[src/rtl/psc_pkg.sv]
package psc_pkg;
  // Outcome of checking one consumed word.
  typedef enum logic [1:0] {
    VERD_OK      = 2'd0,
    VERD_DROP    = 2'd1,
    VERD_CORRUPT = 2'd2
  } verdict_e;

  // Index of each error kind in per-kind arrays.
  localparam int unsigned KIND_DROP    = 0;
  localparam int unsigned KIND_CORRUPT = 1;
  localparam int unsigned KIND_N       = 2;
endpackage

[src/rtl/psc_pattern_track.sv]
// Tracks the expected value and the position in the packet, and classifies each word.
module psc_pattern_track
  import psc_pkg::*;
#(
  parameter int unsigned       DATA_W     = 32,
  parameter int unsigned       LEN_W      = 12,
  parameter logic [DATA_W-1:0] INIT_VALUE = '0
) (
  input  logic              clk,
  input  logic              rst_n,
  input  logic              word_vld,
  input  logic [DATA_W-1:0] word_data,
  input  logic [LEN_W-1:0]  pkt_len,
  output verdict_e          verdict
);
  logic [DATA_W-1:0] exp_q;
  logic [LEN_W-1:0]  idx_q;
  logic [LEN_W-1:0]  len_q;

  logic              first_w;
  logic              last_w;
  logic              mism_w;
  logic [LEN_W-1:0]  len_eff;
  logic [DATA_W-1:0] base_w;

  always_comb begin
    first_w = (idx_q == '0);
    // The first word reads the live length; later words use the latched one.
    len_eff = first_w ? pkt_len : len_q;
    last_w  = (idx_q == len_eff - LEN_W'(1));
    mism_w  = (word_data != exp_q);
    // On a first word the received value becomes the reference, which resyncs after a drop.
    base_w  = first_w ? word_data : exp_q;
  end

  always_ff @(posedge clk) begin
    if (!rst_n) begin
      exp_q   <= INIT_VALUE;
      idx_q   <= '0;
      len_q   <= '0;
      verdict <= VERD_OK;
    end else if (word_vld) begin
      if (first_w) len_q <= pkt_len;
      if (last_w) begin
        exp_q <= base_w + DATA_W'(1);
        idx_q <= '0;
      end else begin
        exp_q <= base_w;
        idx_q <= idx_q + LEN_W'(1);
      end
      if (!mism_w)      verdict <= VERD_OK;
      else if (first_w) verdict <= VERD_DROP;
      else              verdict <= VERD_CORRUPT;
    end else begin
      verdict <= VERD_OK;
    end
  end
endmodule

[config.mk]
export PLATFORM = sky130hd
export DESIGN_NAME = psc_pattern_track
export DESIGN_NICKNAME = d
export VERILOG_FILES = /design/src/rtl/psc_pkg.sv /design/src/rtl/psc_pattern_track.sv
export SDC_FILE = /design/constraint.sdc
export NUM_CORES = 1
export LEC_CHECK = 0
export ABC_AREA = 1
export CAP_MARGIN = 15
export CORE_AREA = 2 2 127 154
export DETAILED_ROUTE_END_ITERATION = 10
export DIE_AREA = 0 0 129 156
export GPL_TIMING_DRIVEN = 0
export HOLD_SLACK_MARGIN = 0.12
export PLACE_DENSITY = 0.5
export SLEW_MARGIN = 30
export SYNTH_ARGS = -nofsm -noshare
export SYNTH_HDL_FRONTEND = slang
export SYNTH_SLANG_ARGS = --single-unit
[constraint.sdc]
create_clock -name clk -period 3 [get_ports clk]
set_input_delay 0.3 -clock clk [delete_from_list [all_inputs] [get_ports clk]]
set_output_delay 0.3 -clock clk [all_outputs]
set_load 0.02 [all_outputs]
Word level (Yosys, flattened, before mapping)
Cells that the tools add are included.
{"block": "classes", "n_addsub": 3, "n_eq_ne": 2, "n_mux": 5, "reduce_logical": 2}
{"operator": "$mux 32", "count": 2}
{"operator": "$add 32x1->32 const B", "count": 1}
{"operator": "$ne 32x32->1", "count": 1}
{"operator": "$mux 12", "count": 2}
{"operator": "$add 12x1->12 const B", "count": 1}
{"operator": "$eq 12x12->1", "count": 1}
{"operator": "$logic_not 12->1", "count": 1}
{"operator": "$sub 12x1->12 const B", "count": 1}
{"operator": "$reduce_and 3->1", "count": 1}
{"operator": "$mux 2", "count": 1}
{"block": "totals", "regBits": 58, "input_bits": 47, "out_inout_bits": 2, "word_cells": 16}

Depth between registers and ports, before layout
{"block": "depth", "depth_word": 5, "mapped_depth": 24, "ltp_nobuf": 22}

Worst setup path after synthesis
No wires, ideal clock.
{"block": "synth_timing", "path_type": "register to register", "start": "register idx_q[0]", "end": "register exp_q[5]", "t_arrival_ns": 2.578, "required_time_ns": 2.864, "setup_slack_ns": 0.286, "stages_incl_launch_ff": 24, "synth_period_minus_slack_ns": 2.714, "path_cell_list": "dfxtp_1 > inv_1 > ha_1 > nand2_1 > nor2_4 > nand2_1 > buf_4 > nand2_1 > nand2_2 > ha_1 > nand3_1 > nor2_4 > nand2_1 > nand3b_1 > nand2_1 > nor2_1 > inv_1 > nor2_1 > nand3_2 > buf_6 > nand2_1 > nand2_1 > nand2_1 > a21oi_2"}
{"block": "synth_between", "elab_chain_len": 5, "elab_cells_between_ends": 7, "classes_between": "add/sub: 2; eq/ne: 1; mux: 3; reduce/logical: 1"}
{"item": "from (decl)", "line_no": "psc_pattern_track.sv:17", "rtl": "logic [LEN_W-1:0] idx_q;"}
{"item": "from (signal assigned)", "line_no": "psc_pattern_track.sv:49", "rtl": "idx_q <= idx_q + LEN_W'(1);"}
{"item": "$logic_not 12->1", "line_no": "psc_pattern_track.sv:27", "rtl": "first_w = (idx_q == '0);"}
{"item": "$mux 12"}
{"item": "$sub 12x1->12", "line_no": "psc_pattern_track.sv:30", "rtl": "last_w = (idx_q == len_eff - LEN_W'(1));"}
{"item": "$eq 12x12->1", "line_no": "psc_pattern_track.sv:30"}
{"item": "$mux 32 *", "line_no": "psc_pattern_track.sv:44", "rtl": "if (last_w) begin"}
{"item": "to (signal assigned)", "line_no": "psc_pattern_track.sv:45", "rtl": "exp_q <= base_w + DATA_W'(1);"}
{"item": "to (signal assigned)", "line_no": "psc_pattern_track.sv:48", "rtl": "exp_q <= base_w;"}
{"item": "to (decl)", "line_no": "psc_pattern_track.sv:16", "rtl": "logic [DATA_W-1:0] exp_q;"}
Mark *: on every way between the ends. The rest lies on a longest branch, timed or not.
A chain may end at the register's enable or synchronous reset.

Worst setup path in the final report
{"block": "layout_timing", "start": "register idx_q[0]", "end": "register exp_q[12]"}
Same word-level chain as after synthesis.

==> flow_summary.json <==
{
  "antenna_cells": 0,
  "path_max_fanout": 10,
  "relSlewSlack_pct": 48.64,
  "crit_path_top_delay_cell": "dfxtp_4",
  "coreArea_um2": 18650,
  "grtUsageMet3_pct": 3.635,
  "clk_path_buf_depth": 2,
  "worstSetupStartpointType": "flip-flop",
  "synth_ff_type": "dfxtp_1",
  "peakVddDrop_uv": 259.3,
  "use_met2_pct": 35.75,
  "crit_path_end_kind": "flip-flop",
  "die_w_um": 129,
  "crit_chain": "inv_4 > ha_4 > nand2_2 > nor2_4 > nand2_4 > inv_8 > buf_12 > buf_12 > nand2_2 > o21ai_2 > ha_2 > nand3_4 > buf_4 > nor2_1 > xor2_1 > nand3_1 > nand2_1 > nand2_1 > a21oi_2",
  "setup_viol": 0,
  "min_period_ns": 2.841,
  "grt_antenna_before_repair": 0,
  "busiest_layer": "met2",
  "dp_hpwl_mm": 14.95,
  "die_h_um": 156,
  "grt_pass1_vias": 5643,
  "final_cell_mix": "nand2_1 (268), inv_1 (124), nand3_1 (99)",
  "async_flop_share_pct": 0,
  "grt_use_total_pct": 19.46,
  "cts_buffers": 9,
  "holdWs_ns": 0.4842,
  "synth.distinct_cells": 44,
  "drt_first_pass_iters": 5,
  "num_vias": 5892,
  "cts_tree": "built",
  "finalNetCount": 1041,
  "layout_commonest_cell": "nand2_1",
  "grt_pass1_wl_mm": 29.73,
  "die_area_um2": 20120,
  "gp_congestion": 0.9439,
  "crit_type": "reg2reg",
  "ys_seq_area_share_pct": 21.18,
  "io_pins": 49,
  "initial_utilization_pct": 29.40,
  "rows": 55,
  "finalCritPeriodShare_pct": 94.70,
  "synth_cells": 909,
  "powerDensity_nw_per_um2": 424.8,
  "rsz0062_at_grt": "true",
  "met1_usage_pct": 21.89,
  "utilization_pct": 37.32,
  "finalHoldViolCount": 0,
  "fill_cells": 2099,
  "wl_per_cell_um": 15.17,
  "max-cap-violations": 0,
  "ant_nets": 0,
  "syn_avg_cell_area_um2": 6.032,
  "clkTransAtPathRegs_ns": 0.05,
  "synthToLayoutAreaGrowth_pct": 26.93,
  "status": "finished clean",
  "dpl_cell_area_um2": 6274,
  "worst_slew_pin_slew_ns": 0.7704,
  "clock_skew_ns": 0.004981,
  "drcViolationCount": 0,
  "crit_arrival_ns": 3.11,
  "wl_mm": 18.98,
  "htreeDepth": 3,
  "drive_gt1_share_pct": 15.38,
  "hold_path_class": "reg2reg",
  "synth-seq-cells": 58,
  "final_area_um2": 6959,
  "clock_latency_ns": 0.35,
  "synth_nets": 960,
  "max_freq_ghz": 0.3520,
  "p_leak_nw": 3.161,
  "via_per_inst": 4.710,
  "grt_max_degree": 11,
  "overflow": 0,
  "critPathMaxStageDelay_ns": 0.36,
  "drt-initial-drc-count": 279,
  "synth_area_um2": 5483,
  "cts_sinks": 58,
  "root_buffer": "clkbuf_16",
  "drv_slew": 0,
  "io_buffers": 47,
  "cp.required_ns": 3.27,
  "synth-edff-count": 0,
  "synth_warnings": 0
}
[where the power goes]
group / switching [mW] / total (mW) / internal [mW] / leakage, nW
Sequential: 0.0336 / 0.857 / 0.823 / 0.480
Combinational: 0.627 / 1.02 / 0.394 / 2.53
Clock: 0.391 / 1.08 / 0.687 / 0.147
Total: 1.05 / 2.96 / 1.90 / 3.16
[flip-flops by register name, summed over array words and instances (netlist names)]
register and flops:
verdict 2, exp_q 32, idx_q 12, len_q 12
[stage by stage]
step	cells	power (mW)	setup TNS (ns)	setup WS (ns)
after floorplan	909	1.519	0	0.2858
after global routing	1251	3.144	-0.3488	-0.02898
after CTS	1234	2.927	0	0.003511
after global placement	1212	1.793	-7.350	-0.3939
final	1251	2.956	0	0.1591
after detailed placement	1212	1.794	-7.761	-0.3825
[cell type report]
class | instances | area, µm² | area share (%)
clock inverters | 2 | 35.03 | 0.5034
clock buffers | 14 | 264.0 | 3.794
plain buffers | 35 | 280.3 | 4.027
well taps | 256 | 320.3 | 4.603
flip-flops and latches | 58 | 1171 | 16.83
inverters | 134 | 513.0 | 7.371
multi-input cells | 683 | 3711 | 53.33
repair buffers | 69 | 664.4 | 9.547
[synthesized netlist by cell type (all sizes together) (3+ instances only)]
| cell type | count | area, µm² |
|---|---|---|
| a21oi | 45 | 244.0 |
| and3 | 3 | 18.77 |
| buf | 24 | 209.0 |
| clkbuf | 11 | 41.29 |
| clkinv | 3 | 11.26 |
| dfxtp | 58 | 1161 |
| ha | 4 | 50.05 |
| inv | 131 | 496.7 |
| nand2 | 289 | 1122 |
| nand3 | 105 | 530.5 |
| nand3b | 13 | 97.59 |
| nand4 | 20 | 125.1 |
| nor2 | 75 | 402.9 |
| nor3 | 13 | 80.08 |
| nor4 | 4 | 25.02 |
| o2111ai | 3 | 26.28 |
| o21ai | 42 | 274.0 |
| or2 | 3 | 18.77 |
| xnor2 | 32 | 280.3 |
| xor2 | 23 | 201.4 |
[worst max-delay path, delay by kind of cell, from the launching register on]
kind                     cells  cell delay (ns)
adder cells (fa/ha/maj)      2             0.40
XOR/XNOR                     1             0.19
AO/OA/AOI/OAI                2             0.22
buffers and inverters        5             0.63
AND/OR/NAND/NOR              9             0.95
flip-flops                   1             0.36
[cells by family after synthesis]
| logic type | synth area share [%] |
|---|---|
| AOI/OAI and AO/OA | 10.54 |
| xor gates and xnor gates | 8.786 |
| buffers and inverters | 13.83 |
| adders and majority gates | 0.9129 |
| DFF | 21.18 |
| and+or+nand+nor | 44.75 |
[per-layer routing]
metal	vias up	part of all wire, %
met2	111	53
met1	2701	41
li1	3049	-
met5	-	0
met3	31	3.5
met4	0	3.0
[path summary, 6_finish.rpt]
path,start,endpoint,slack [ns],cells after the start
max reg2reg,idx_q[0],exp_q[12],0.16,19
min,len_q[10],len_q[10],0.48,2
min reg2reg,len_q[10],len_q[10],0.48,2
max,idx_q[0],exp_q[12],0.16,19
[repair_timing]
item / CTS / global route
gates cloned: 1 / 0
gates resized for setup: 22 / 38
setup buffers: 5 / 17
setup endpoints to repair: 43 / 41
pin swaps: 5 / 15
hold buffers: 0 / 0
Power figures use the tool's default switching activity.
